File: config.mk
export PLATFORM = sky130hd
export DESIGN_NAME = tsens_i2c_seq
export DESIGN_NICKNAME = d
export VERILOG_FILES = /design/src/rtl/tsens_seq_pkg.sv /design/src/rtl/tsens_fall_det.sv /design/src/rtl/tsens_step_dec.sv /design/src/rtl/tsens_result.sv /design/src/rtl/tsens_i2c_seq.sv
export SDC_FILE = /design/constraint.sdc
export NUM_CORES = 1
export LEC_CHECK = 0
export BUFFER_PORTS_ARGS = -buffer_cell sky130_fd_sc_hd__buf_2
export CELL_PAD_IN_SITES_DETAIL_PLACEMENT = 0
export CELL_PAD_IN_SITES_GLOBAL_PLACEMENT = 1
export CORE_MARGIN = 2
export CORE_UTILIZATION = 39
export DETAILED_ROUTE_END_ITERATION = 10
export PLACE_DENSITY_LB_ADDON = 0.1
export SETUP_SLACK_MARGIN = 0.5
export SLEW_MARGIN = 20
export SYNTH_ARGS = -nofsm -noshare
export SYNTH_HDL_FRONTEND = slang
export SYNTH_SLANG_ARGS = --single-unit
File: constraint.sdc
create_clock -name clk -period 3 [get_ports clk]
set_clock_uncertainty 0.1 [all_clocks]
set_input_delay 0.15 -clock clk [delete_from_list [all_inputs] [get_ports clk]]
set_output_delay 0.15 -clock clk [all_outputs]
set_load 0.1 [all_outputs]
File: src/rtl/tsens_seq_pkg.sv
// Shared types for the temperature sensor command sequencer.
// Assumes one sequence step per falling edge of the controller busy line.
package tsens_seq_pkg;

    typedef enum logic [3:0] {
        ST_IDLE     = 4'd0,
        ST_CFG_PTR  = 4'd1,
        ST_CFG_VAL  = 4'd2,
        ST_CFG_END  = 4'd3,
        ST_TPTR     = 4'd4,
        ST_TPTR_END = 4'd5,
        ST_RD_HI    = 4'd6,
        ST_RD_LO    = 4'd7,
        ST_RD_END   = 4'd8
    } seq_state_e;

endpackage

File: src/rtl/tsens_fall_det.sv
// Falling-edge detector for the controller busy line.
// Assumes busy is already synchronous to clk.
module tsens_fall_det (
    input  logic clk,
    input  logic rst_n,
    input  logic level,
    output logic fall
);

    logic level_q;

    // Remember the previous level of the line.
    always_ff @(posedge clk) begin
        if (!rst_n) level_q <= 1'b0;
        else        level_q <= level;
    end

    // A fall is a high-to-low change seen at this edge.
    always_comb fall = level_q & ~level;

endmodule

File: src/rtl/tsens_step_dec.sv
// Decodes the sequencer state into the controller command and the next step.
// Purely combinational; assumes the pointer selector fits in the low bits of a byte.
module tsens_step_dec
    import tsens_seq_pkg::*;
#(
    parameter int          DATA_W       = 8,
    parameter int          SEL_W        = 2,
    parameter logic [SEL_W-1:0] CFG_SEL  = 2'd1,
    parameter logic [SEL_W-1:0] TEMP_SEL = 2'd0,
    parameter logic [DATA_W-1:0] CFG_VALUE = 8'h60
) (
    input  seq_state_e        state,
    output logic              ena,
    output logic              rnw,
    output logic [DATA_W-1:0] wr_data,
    output seq_state_e        nxt,
    output logic              nxt_opens,
    output logic              is_hi,
    output logic              is_lo,
    output logic              is_ptr_end
);

    localparam int PAD_W = DATA_W - SEL_W;
    localparam logic [DATA_W-1:0] PTR_CFG  = {{PAD_W{1'b0}}, CFG_SEL};
    localparam logic [DATA_W-1:0] PTR_TEMP = {{PAD_W{1'b0}}, TEMP_SEL};

    // Command presented to the controller for each step.
    always_comb begin
        ena     = 1'b0;
        rnw     = 1'b0;
        wr_data = '0;
        unique case (state)
            ST_CFG_PTR: begin ena = 1'b1; wr_data = PTR_CFG;   end
            ST_CFG_VAL: begin ena = 1'b1; wr_data = CFG_VALUE; end
            ST_TPTR:    begin ena = 1'b1; wr_data = PTR_TEMP;  end
            ST_RD_HI:   begin ena = 1'b1; rnw = 1'b1;          end
            ST_RD_LO:   begin ena = 1'b1; rnw = 1'b1;          end
            ST_RD_END:  rnw = 1'b1;
            default:    ;
        endcase
    end

    // Step taken on the next falling edge of busy.
    always_comb begin
        unique case (state)
            ST_CFG_PTR:  nxt = ST_CFG_VAL;
            ST_CFG_VAL:  nxt = ST_CFG_END;
            ST_CFG_END:  nxt = ST_TPTR;
            ST_TPTR:     nxt = ST_TPTR_END;
            ST_TPTR_END: nxt = ST_RD_HI;
            ST_RD_HI:    nxt = ST_RD_LO;
            ST_RD_LO:    nxt = ST_RD_END;
            default:     nxt = ST_IDLE;
        endcase
    end

    // Flags for the top-level control.
    always_comb begin
        nxt_opens  = (nxt == ST_TPTR) || (nxt == ST_RD_HI);
        is_hi      = (state == ST_RD_HI);
        is_lo      = (state == ST_RD_LO);
        is_ptr_end = (state == ST_TPTR_END);
    end

endmodule

File: src/rtl/tsens_result.sv
// Assembles the left-justified temperature word from two read bytes.
// Assumes the high byte arrives before the low byte.
module tsens_result #(
    parameter int DATA_W = 8,
    parameter int TEMP_W = 12
) (
    input  logic              clk,
    input  logic              rst_n,
    input  logic              cap_hi,
    input  logic              cap_lo,
    input  logic [DATA_W-1:0] rd_data,
    output logic [TEMP_W-1:0] temp,
    output logic              temp_valid
);

    localparam int LOW_W = TEMP_W - DATA_W;

    logic [DATA_W-1:0] hi_q;

    // Hold the first read byte.
    always_ff @(posedge clk) begin
        if (!rst_n)      hi_q <= '0;
        else if (cap_hi) hi_q <= rd_data;
    end

    // Build the result and strobe it for one cycle.
    always_ff @(posedge clk) begin
        if (!rst_n) begin
            temp       <= '0;
            temp_valid <= 1'b0;
        end else begin
            temp_valid <= cap_lo;
            if (cap_lo) temp <= {hi_q, rd_data[DATA_W-1 -: LOW_W]};
        end
    end

endmodule

File: src/rtl/tsens_i2c_seq.sv
// Temperature sensor command sequencer: configure, point, then read.
// Assumes a byte controller that latches a command while idle or at each
// busy fall, and that closes with STOP when the enable is low.
module tsens_i2c_seq
    import tsens_seq_pkg::*;
#(
    parameter int ADDR_W = 7,
    parameter int DATA_W = 8,
    parameter int TEMP_W = 12,
    parameter int SEL_W  = 2,
    parameter logic [ADDR_W-1:0] SLAVE_ADDR = 7'b1001000,
    parameter logic [SEL_W-1:0]  CFG_SEL    = 2'd1,
    parameter logic [SEL_W-1:0]  TEMP_SEL   = 2'd0,
    parameter logic [DATA_W-1:0] CFG_VALUE  = 8'h60
) (
    input  logic              clk,
    input  logic              rst_n,
    input  logic              start,
    input  logic              reread,
    input  logic              ctl_busy,
    input  logic              ctl_ack_err,
    input  logic [DATA_W-1:0] ctl_rd_data,
    output logic              ctl_ena,
    output logic [ADDR_W-1:0] ctl_addr,
    output logic              ctl_rnw,
    output logic [DATA_W-1:0] ctl_wr_data,
    output logic [TEMP_W-1:0] temp,
    output logic              temp_valid,
    output logic              err
);

    seq_state_e state;
    seq_state_e nxt;
    logic       busy_fall;
    logic       armed;
    logic       cfg_done;
    logic       abort;
    logic       nxt_opens, is_hi, is_lo, is_ptr_end;

    tsens_fall_det u_fall (
        .clk   (clk),
        .rst_n (rst_n),
        .level (ctl_busy),
        .fall  (busy_fall)
    );

    tsens_step_dec #(
        .DATA_W    (DATA_W),
        .SEL_W     (SEL_W),
        .CFG_SEL   (CFG_SEL),
        .TEMP_SEL  (TEMP_SEL),
        .CFG_VALUE (CFG_VALUE)
    ) u_dec (
        .state      (state),
        .ena        (ctl_ena),
        .rnw        (ctl_rnw),
        .wr_data    (ctl_wr_data),
        .nxt        (nxt),
        .nxt_opens  (nxt_opens),
        .is_hi      (is_hi),
        .is_lo      (is_lo),
        .is_ptr_end (is_ptr_end)
    );

    tsens_result #(
        .DATA_W (DATA_W),
        .TEMP_W (TEMP_W)
    ) u_res (
        .clk        (clk),
        .rst_n      (rst_n),
        .cap_hi     (busy_fall & is_hi & ~abort),
        .cap_lo     (busy_fall & is_lo & ~abort),
        .rd_data    (ctl_rd_data),
        .temp       (temp),
        .temp_valid (temp_valid)
    );

    // Address is fixed to the one sensor.
    always_comb ctl_addr = SLAVE_ADDR;

    // An acknowledge error counts only once this transaction has seen busy.
    always_comb abort = armed & ctl_ack_err & (state != ST_IDLE);

    // Main sequencing: start, step on busy falls, abort on error.
    always_ff @(posedge clk) begin
        if (!rst_n) begin
            state    <= ST_IDLE;
            armed    <= 1'b0;
            cfg_done <= 1'b0;
            err      <= 1'b0;
        end else if (abort) begin
            state    <= ST_IDLE;
            armed    <= 1'b0;
            cfg_done <= 1'b0;
            err      <= 1'b1;
        end else if (state == ST_IDLE) begin
            if (start) begin
                state    <= ST_CFG_PTR;
                armed    <= 1'b0;
                cfg_done <= 1'b0;
                err      <= 1'b0;
            end else if (reread && cfg_done) begin
                state <= ST_RD_HI;
                armed <= 1'b0;
            end
        end else begin
            if (ctl_busy) armed <= 1'b1;
            if (busy_fall) begin
                state <= nxt;
                if (nxt_opens)  armed    <= 1'b0;
                if (is_ptr_end) cfg_done <= 1'b1;
            end
        end
    end

endmodule

==> flow_metrics.env, run 1 <==
export IMPL_crit_required_ns=2.75
export IMPL_vias=1123
export IMPL_routed_wl_mm=2.66
export IMPL_wl_per_cell_um=11.1
export IMPL_ant_nets=0
export IMPL_antenna_found_initial=0
export IMPL_min_period_ns=2.16
export IMPL_critPathLaunch="state[3]"
export IMPL_power_leakage_nw=0.872
export IMPL_hold_end="state[1]"
export IMPL_async_reset_ff_share_pct=0
export IMPL_hpwl_mm=1.90
export IMPL_hp_start="ctl_ack_err"
export IMPL_status="finished clean"
export IMPL_drc=0
export IMPL_synth_top_area_share_pct=42.6
export IMPL_cts_tree="done"
export IMPL_syn_avg_cell_area_um2=8.91
export IMPL_die_width_um=63.1
export IMPL_tns_ns=0
export IMPL_maxCapViolations=0
export IMPL_hold_viol=0
export IMPL_die_area_mm2=0.00399
export IMPL_ctsHtreeMaxLevel=2
export IMPL_cpLargestDelayFamily="flip-flops"
export IMPL_clock_root_buffer="clkbuf_4"
export IMPL_n_fill_cell=339
export IMPL_synth_most_common_cell="dfxtp_1"
export IMPL_synth_top_cells_by_count="29 x dfxtp_1, 27 x nor2_1, 21 x mux2i_1, 13 x buf_4, 8 x nand2_1"
export IMPL_ys_warn_count=0
export IMPL_cp_cell_sequence="inv_1 > nor4_1 > a31o_1 > buf_2"
export IMPL_max_slew_worst_pin_slew_ns=0.682
export IMPL_synth_area_leaders="dfxtp_1 43%, mux2i_1 15%, nor2_1 7.4%"
export IMPL_pwr_density_cell_mw_per_mm2=872
export IMPL_io_pins=45
export IMPL_gr_total_overflow=0
export IMPL_arrival_ns=1.91
export IMPL_rsz0062_at_grt="no"
export IMPL_io_buffer_count=32
export IMPL_setup_viol=0
export IMPL_relSlewSlack_pct=54.5
export IMPL_fmax_mhz=464
export IMPL_path_class="flop to output port"
export IMPL_fin_ws_ns=0.843
export IMPL_die_h_um=63.1
export IMPL_grt_pass1_vias=1023
export IMPL_grt_max_degree=24
export IMPL_peakVddDrop_mv=0.304
export IMPL_cts_made_buffers=5
export IMPL_period_share_pct=71.9
export IMPL_grt_usage_pct=14.5
export IMPL_start_kind="flop"
export IMPL_regToRegStartpoint="state[2]"
export IMPL_worst_r2r_cell_count=4
export IMPL_reg2reg_setup_slack_ns=1.11
export IMPL_hold_depth=4
export IMPL_cts_sinks=29
export IMPL_ys_flop_type="dfxtp_1"
export IMPL_synth_cell_types=35
export IMPL_synth_seq_cells=29
export IMPL_initial_core_util_pct=40.9
export IMPL_syn_to_final_growth_pct=24.6
export IMPL_max_stage_delay_ns=0.68
export IMPL_core_mm2=0.00334
export IMPL_place_congestion=0.856
export IMPL_slew_violations=0
export IMPL_firstDrtPassIters=4
export IMPL_clk_latency_ns=0.32
export IMPL_drt_iter0_drc=50
export IMPL_netlist_area_mm2=0.00136
export IMPL_synth_seq_area_share_pct=42.6
export IMPL_grt_pass1_wl_mm=4.55
export IMPL_cp_max_fo=13
export IMPL_drive_gt1_share_pct=25.8
export IMPL_synth_edf_count=0
export IMPL_worst_path_buf_inv=2
export IMPL_synth_top_cell_by_area="dfxtp_1"
export IMPL_final_nets=207
export IMPL_critPathCaptureType="output port"
export IMPL_pre_cts_ws_ns=1.14
export IMPL_n_antenna_cell=0
export IMPL_clk_pin_slew_ns=0.09
export IMPL_avgViaCountPerCell=4.68
export IMPL_core_rowCount=21
export IMPL_critPathSlowestCell="dfxtp_1"
export IMPL_cts_buffer_depth=2
export IMPL_reg2reg_to="state[2]"
export IMPL_hold_class="input pin to flop"
export IMPL_syn_inst=153
==> registers in the layout (all words and copies together), names as in the netlist <==
name,cells
err,1
u_res.temp_valid,1
armed,1
cfg_done,1
u_fall.level_q,1
u_res.hi_q,8
u_res.temp,12
state,4
==> layer usage <==
metal	routed length [um]	global-route usage, %	vias up
li1	-	-	585
met4	51	7.50	0
met5	0	0	-
met3	176	4.29	7
met2	1170	22.2	38
met1	1260	18.3	493
==> worst register-to-register path, cell delays in order (launching register included) <==
cell and delay [ns]:
dfxtp_1 0.50, or4_4 0.66, a211o_1 0.33, a21oi_2 0.14, nor3_2 0.06
==> cells by family (layout without fill, tap and decap cells) <==
family                    after synthesis  in the layout  share of synthesized area, %
xor gates and xnor gates                1              1                         0.642
and+or+nand+nor                        55             55                          20.1
DFF                                    29             29                          42.6
buffers and inverters                  23             54                          10.2
other                                   2             12                         0.551
AOI/OAI and AO/OA                      22             22                          10.5
muxes                                  21             21                          15.4
==> per-stage QoR <==
| stage | std cells | cell area [um2] | util (%) | power, mW | hold slack, ns |
|---|---|---|---|---|---|
| 2_1_floorplan | 163 | 1430 | - | 1.15 | 0.172 |
| 3_3_place_gp | 222 | 1530 | 45.8 | 1.21 | 0.282 |
| 3_5_place_dp | 222 | 1530 | 45.8 | 1.21 | 0.289 |
| 4_1_cts | 240 | 1700 | 50.9 | 1.49 | 0.0884 |
| 5_1_grt | 240 | 1700 | 50.9 | 1.57 | 0.122 |
| 6_report | 240 | 1700 | 50.9 | 1.48 | 0.113 |
==> placed cells by master (no fill, tap or decap), types with 2 or more instances in the layout <==
cell type / n
dfxtp_1: 29
clkbuf_8: 2
nor2_1: 27
nand3_1: 3
a21oi_1: 7
clkbuf_4: 5
mux2i_1: 21
inv_1: 2
and2_1: 2
conb_1: 12
o211ai_1: 2
nand2_1: 8
nor4_1: 2
buf_2: 32
dlygate4sd3_1: 10
o21ai_0: 3
nor2b_1: 3
o21ai_1: 4
==> layout make-up <==
cell class              instances  area [um2]  share of cell area (%)
flip-flops and latches         29         581                    34.2
clock inverters                 1        5.00                   0.295
inverters                       3        11.3                   0.663
well taps                      46        57.6                    3.39
repair buffers                 43         268                    15.8
multi-input cells             111         712                    41.9
clock buffers                   7        65.1                    3.83
==> how the worst max path moves through the flow <==
stage | endpoint | slack [ns] | cells past startpoint
finish | ctl_rnw | 0.84 | 4
CTS | ctl_rnw | 0.85 | 4
detailed placement | state[2] | 1.14 | 4
floorplan | ctl_wr_data[6] | 0.55 | 3
global route | ctl_rnw | 0.68 | 4
global placement | state[2] | 1.13 | 4
==> what timing repair did <==
action / in CTS / in global routing
hold buffers: 10 / 0
buffers inserted: 0 / 0
resized for setup: 0 / 0
endpoints found under the setup margin: 0 / 0
endpoints found under the hold margin: 14 / 0
==> power breakdown <==
group          switching (mW)  total, mW  internal [mW]
Combinational           0.528      0.709          0.182
Clock                   0.130      0.266          0.136
Sequential             0.0912      0.506          0.415
Power figures use the tool's default switching activity.
==> run 2: changes to the inputs <==
--- a/config.mk
+++ b/config.mk
@@ -9,7 +9,7 @@
 export CELL_PAD_IN_SITES_DETAIL_PLACEMENT = 0
 export CELL_PAD_IN_SITES_GLOBAL_PLACEMENT = 1
 export CORE_MARGIN = 2
-export CORE_UTILIZATION = 39
+export CORE_UTILIZATION = 32
 export DETAILED_ROUTE_END_ITERATION = 10
 export PLACE_DENSITY_LB_ADDON = 0.1
 export SETUP_SLACK_MARGIN = 0.5
==> constraint.sdc (replaced) <==
create_clock -name clk -period 1.8 [get_ports clk]
set_clock_uncertainty 0.1 [all_clocks]
set_input_delay 0.09 -clock clk [delete_from_list [all_inputs] [get_ports clk]]
set_output_delay 0.09 -clock clk [all_outputs]
set_load 0.1 [all_outputs]
==> flow_metrics.env, run 2 (synthesized netlist as in run 1, its figures left out) <==
export IMPL_status="finished clean"
export IMPL_core_rowCount=23
export IMPL_ant_nets=0
export IMPL_hold_viol=0
export IMPL_pwr_density_cell_mw_per_mm2=1620
export IMPL_period_share_pct=92.3
export IMPL_avgViaCountPerCell=4.73
export IMPL_n_antenna_cell=0
export IMPL_max_slew_worst_pin_slew_ns=0.757
export IMPL_relSlewSlack_pct=49.5
export IMPL_firstDrtPassIters=4
export IMPL_cp_cell_sequence="or4_4 > a211o_4 > a21oi_2 > nor3_2"
export IMPL_max_stage_delay_ns=0.58
export IMPL_place_congestion=0.832
export IMPL_drc=0
export IMPL_clock_root_buffer="clkbuf_8"
export IMPL_wl_per_cell_um=13.0
export IMPL_die_width_um=69.3
export IMPL_cts_buffer_depth=2
export IMPL_core_mm2=0.00406
export IMPL_maxCapViolations=0
export IMPL_cts_sinks=29
export IMPL_grt_usage_pct=13.9
export IMPL_crit_required_ns=1.86
export IMPL_holdWs_ns=0.0850
export IMPL_hold_class="input pin to flop"
export IMPL_slew_violations=0
export IMPL_use_met2_pct=23.1
export IMPL_grt_max_degree=24
export IMPL_io_buffer_count=32
export IMPL_antenna_found_initial=0
export IMPL_clk_pin_slew_ns=0.06
export IMPL_min_period_ns=1.66
export IMPL_routed_wl_mm=3.37
export IMPL_grt_pass1_wl_mm=5.39
export IMPL_n_fill_cell=376
export IMPL_fin_ws_ns=0.138
export IMPL_cp_max_fo=5
export IMPL_largest_register="u_res.temp"
export IMPL_final_common_cell="buf_2"
export IMPL_cts_tree="done"
export IMPL_fin_area_mm2=0.00215
export IMPL_grt_pass1_vias=1181
export IMPL_final_util_pct=53.1
export IMPL_ff_latch_area_um2=597
export IMPL_die_area_mm2=0.00480
export IMPL_ctsHtreeMaxLevel=2
export IMPL_drive_gt1_share_pct=43.8
export IMPL_rsz0062_at_grt="yes"
export IMPL_cpLargestDelayFamily="simple AND/OR/NAND/NOR gates"
export IMPL_multi_input_area_um2=867
export IMPL_worst_path_buf_inv=0
export IMPL_io_pins=45
export IMPL_clk_latency_ns=0.27
export IMPL_largest_reg_flops=12
export IMPL_path_class="flop to flop"
export IMPL_critPathCaptureType="flop"
export IMPL_pre_cts_ws_ns=0.188
export IMPL_tns_ns=0
export IMPL_setup_viol=0
export IMPL_initial_core_util_pct=33.6
export IMPL_cts_made_buffers=5
export IMPL_drt_iter0_drc=76
export IMPL_final_cell_mix="27 x buf_2, 26 x nor2_1, 22 x dfxtp_1, 21 x mux2i_1, 12 x conb_1"
export IMPL_final_nets=224
export IMPL_top_usage_layer="met2"
export IMPL_fmax_mhz=602
export IMPL_gr_total_overflow=0
export IMPL_peakVddDrop_mv=0.872
export IMPL_critPathSlowestCell="or4_4"
export IMPL_start_kind="flop"
export IMPL_syn_to_final_growth_pct=58.0
export IMPL_hpwl_mm=2.24
export IMPL_grt_use_met1_pct=16.4
export IMPL_dpl_cell_area_mm2=0.00169
export IMPL_power_leakage_nw=1.04
export IMPL_arrival_ns=1.72
export IMPL_largest_registers="u_res.temp x12, u_res.hi_q x8, state x4"
export IMPL_gr_usage_met3_pct=5.67
export IMPL_vias=1229
export IMPL_die_h_um=69.3
==> run 2: cell types whose count changed in the layout (fill, tap and decap cells not counted), moves of 5 or more <==
cell	change
buf_12	+5
buf_2	-5
buf_4	+8
buf_6	+6
clkbuf_4	-5
dfxtp_1	-7
==> run 2: power by group <==
part	total (mW)	switching, mW	leakage (nW)	internal, mW
clock network	0.640	0.238	0.0540	0.402
registers	0.776	0.0680	0.239	0.707
logic	2.07	1.24	0.744	0.828
==> run 2: cell type report <==
cell class / count / share of cell area (%)
Tap cell: 50 / 2.90
Clock inverter: 2 / 1.63
Multi-Input combinational cell: 111 / 40.2
Inverter: 3 / 0.639
Clock buffer: 5 / 3.19
Timing Repair Buffer: 60 / 23.7
Sequential cell: 29 / 27.7
==> run 2: worst paths after layout <==
path,start,end,slack [ns],cells after the start
worst max-delay path,state[0],state[2],0.14,4
worst min register to register,u_res.temp[0],u_res.temp[0],0.38,2
worst min-delay path,rst_n,state[3],0.08,3
worst max register to register,state[0],state[2],0.14,4
==> run 2: per-layer routing <==
layer / wire, um / vias up
met3: 132 / 5
met4: 28 / 0
met5: 0 / -
met1: 1500 / 582
met2: 1710 / 30
li1: - / 612
==> run 2: worst reg2reg max path, delay by kind of cell, from the launching register on <==
kind,cells,cell delay [ns]
DFF,1,0.35
AOI/OAI and AO/OA,2,0.47
and+or+nand+nor,2,0.64
==> run 2: through the flow <==
stage               power, mW  instances
finish                   3.48        260
detailed placement       2.39        232
CTS                      3.26        256
global route             3.64        260
floorplan                2.03        163
global placement         2.38        232
==> run 2: timing repair <==
item	in CTS	in global routing
hold endpoints to repair	13	0
gates cloned	0	1
gates resized for setup	16	28
pin swaps	2	3
endpoints found under the setup margin	33	33
hold buffers	11	0
buffers inserted	6	3
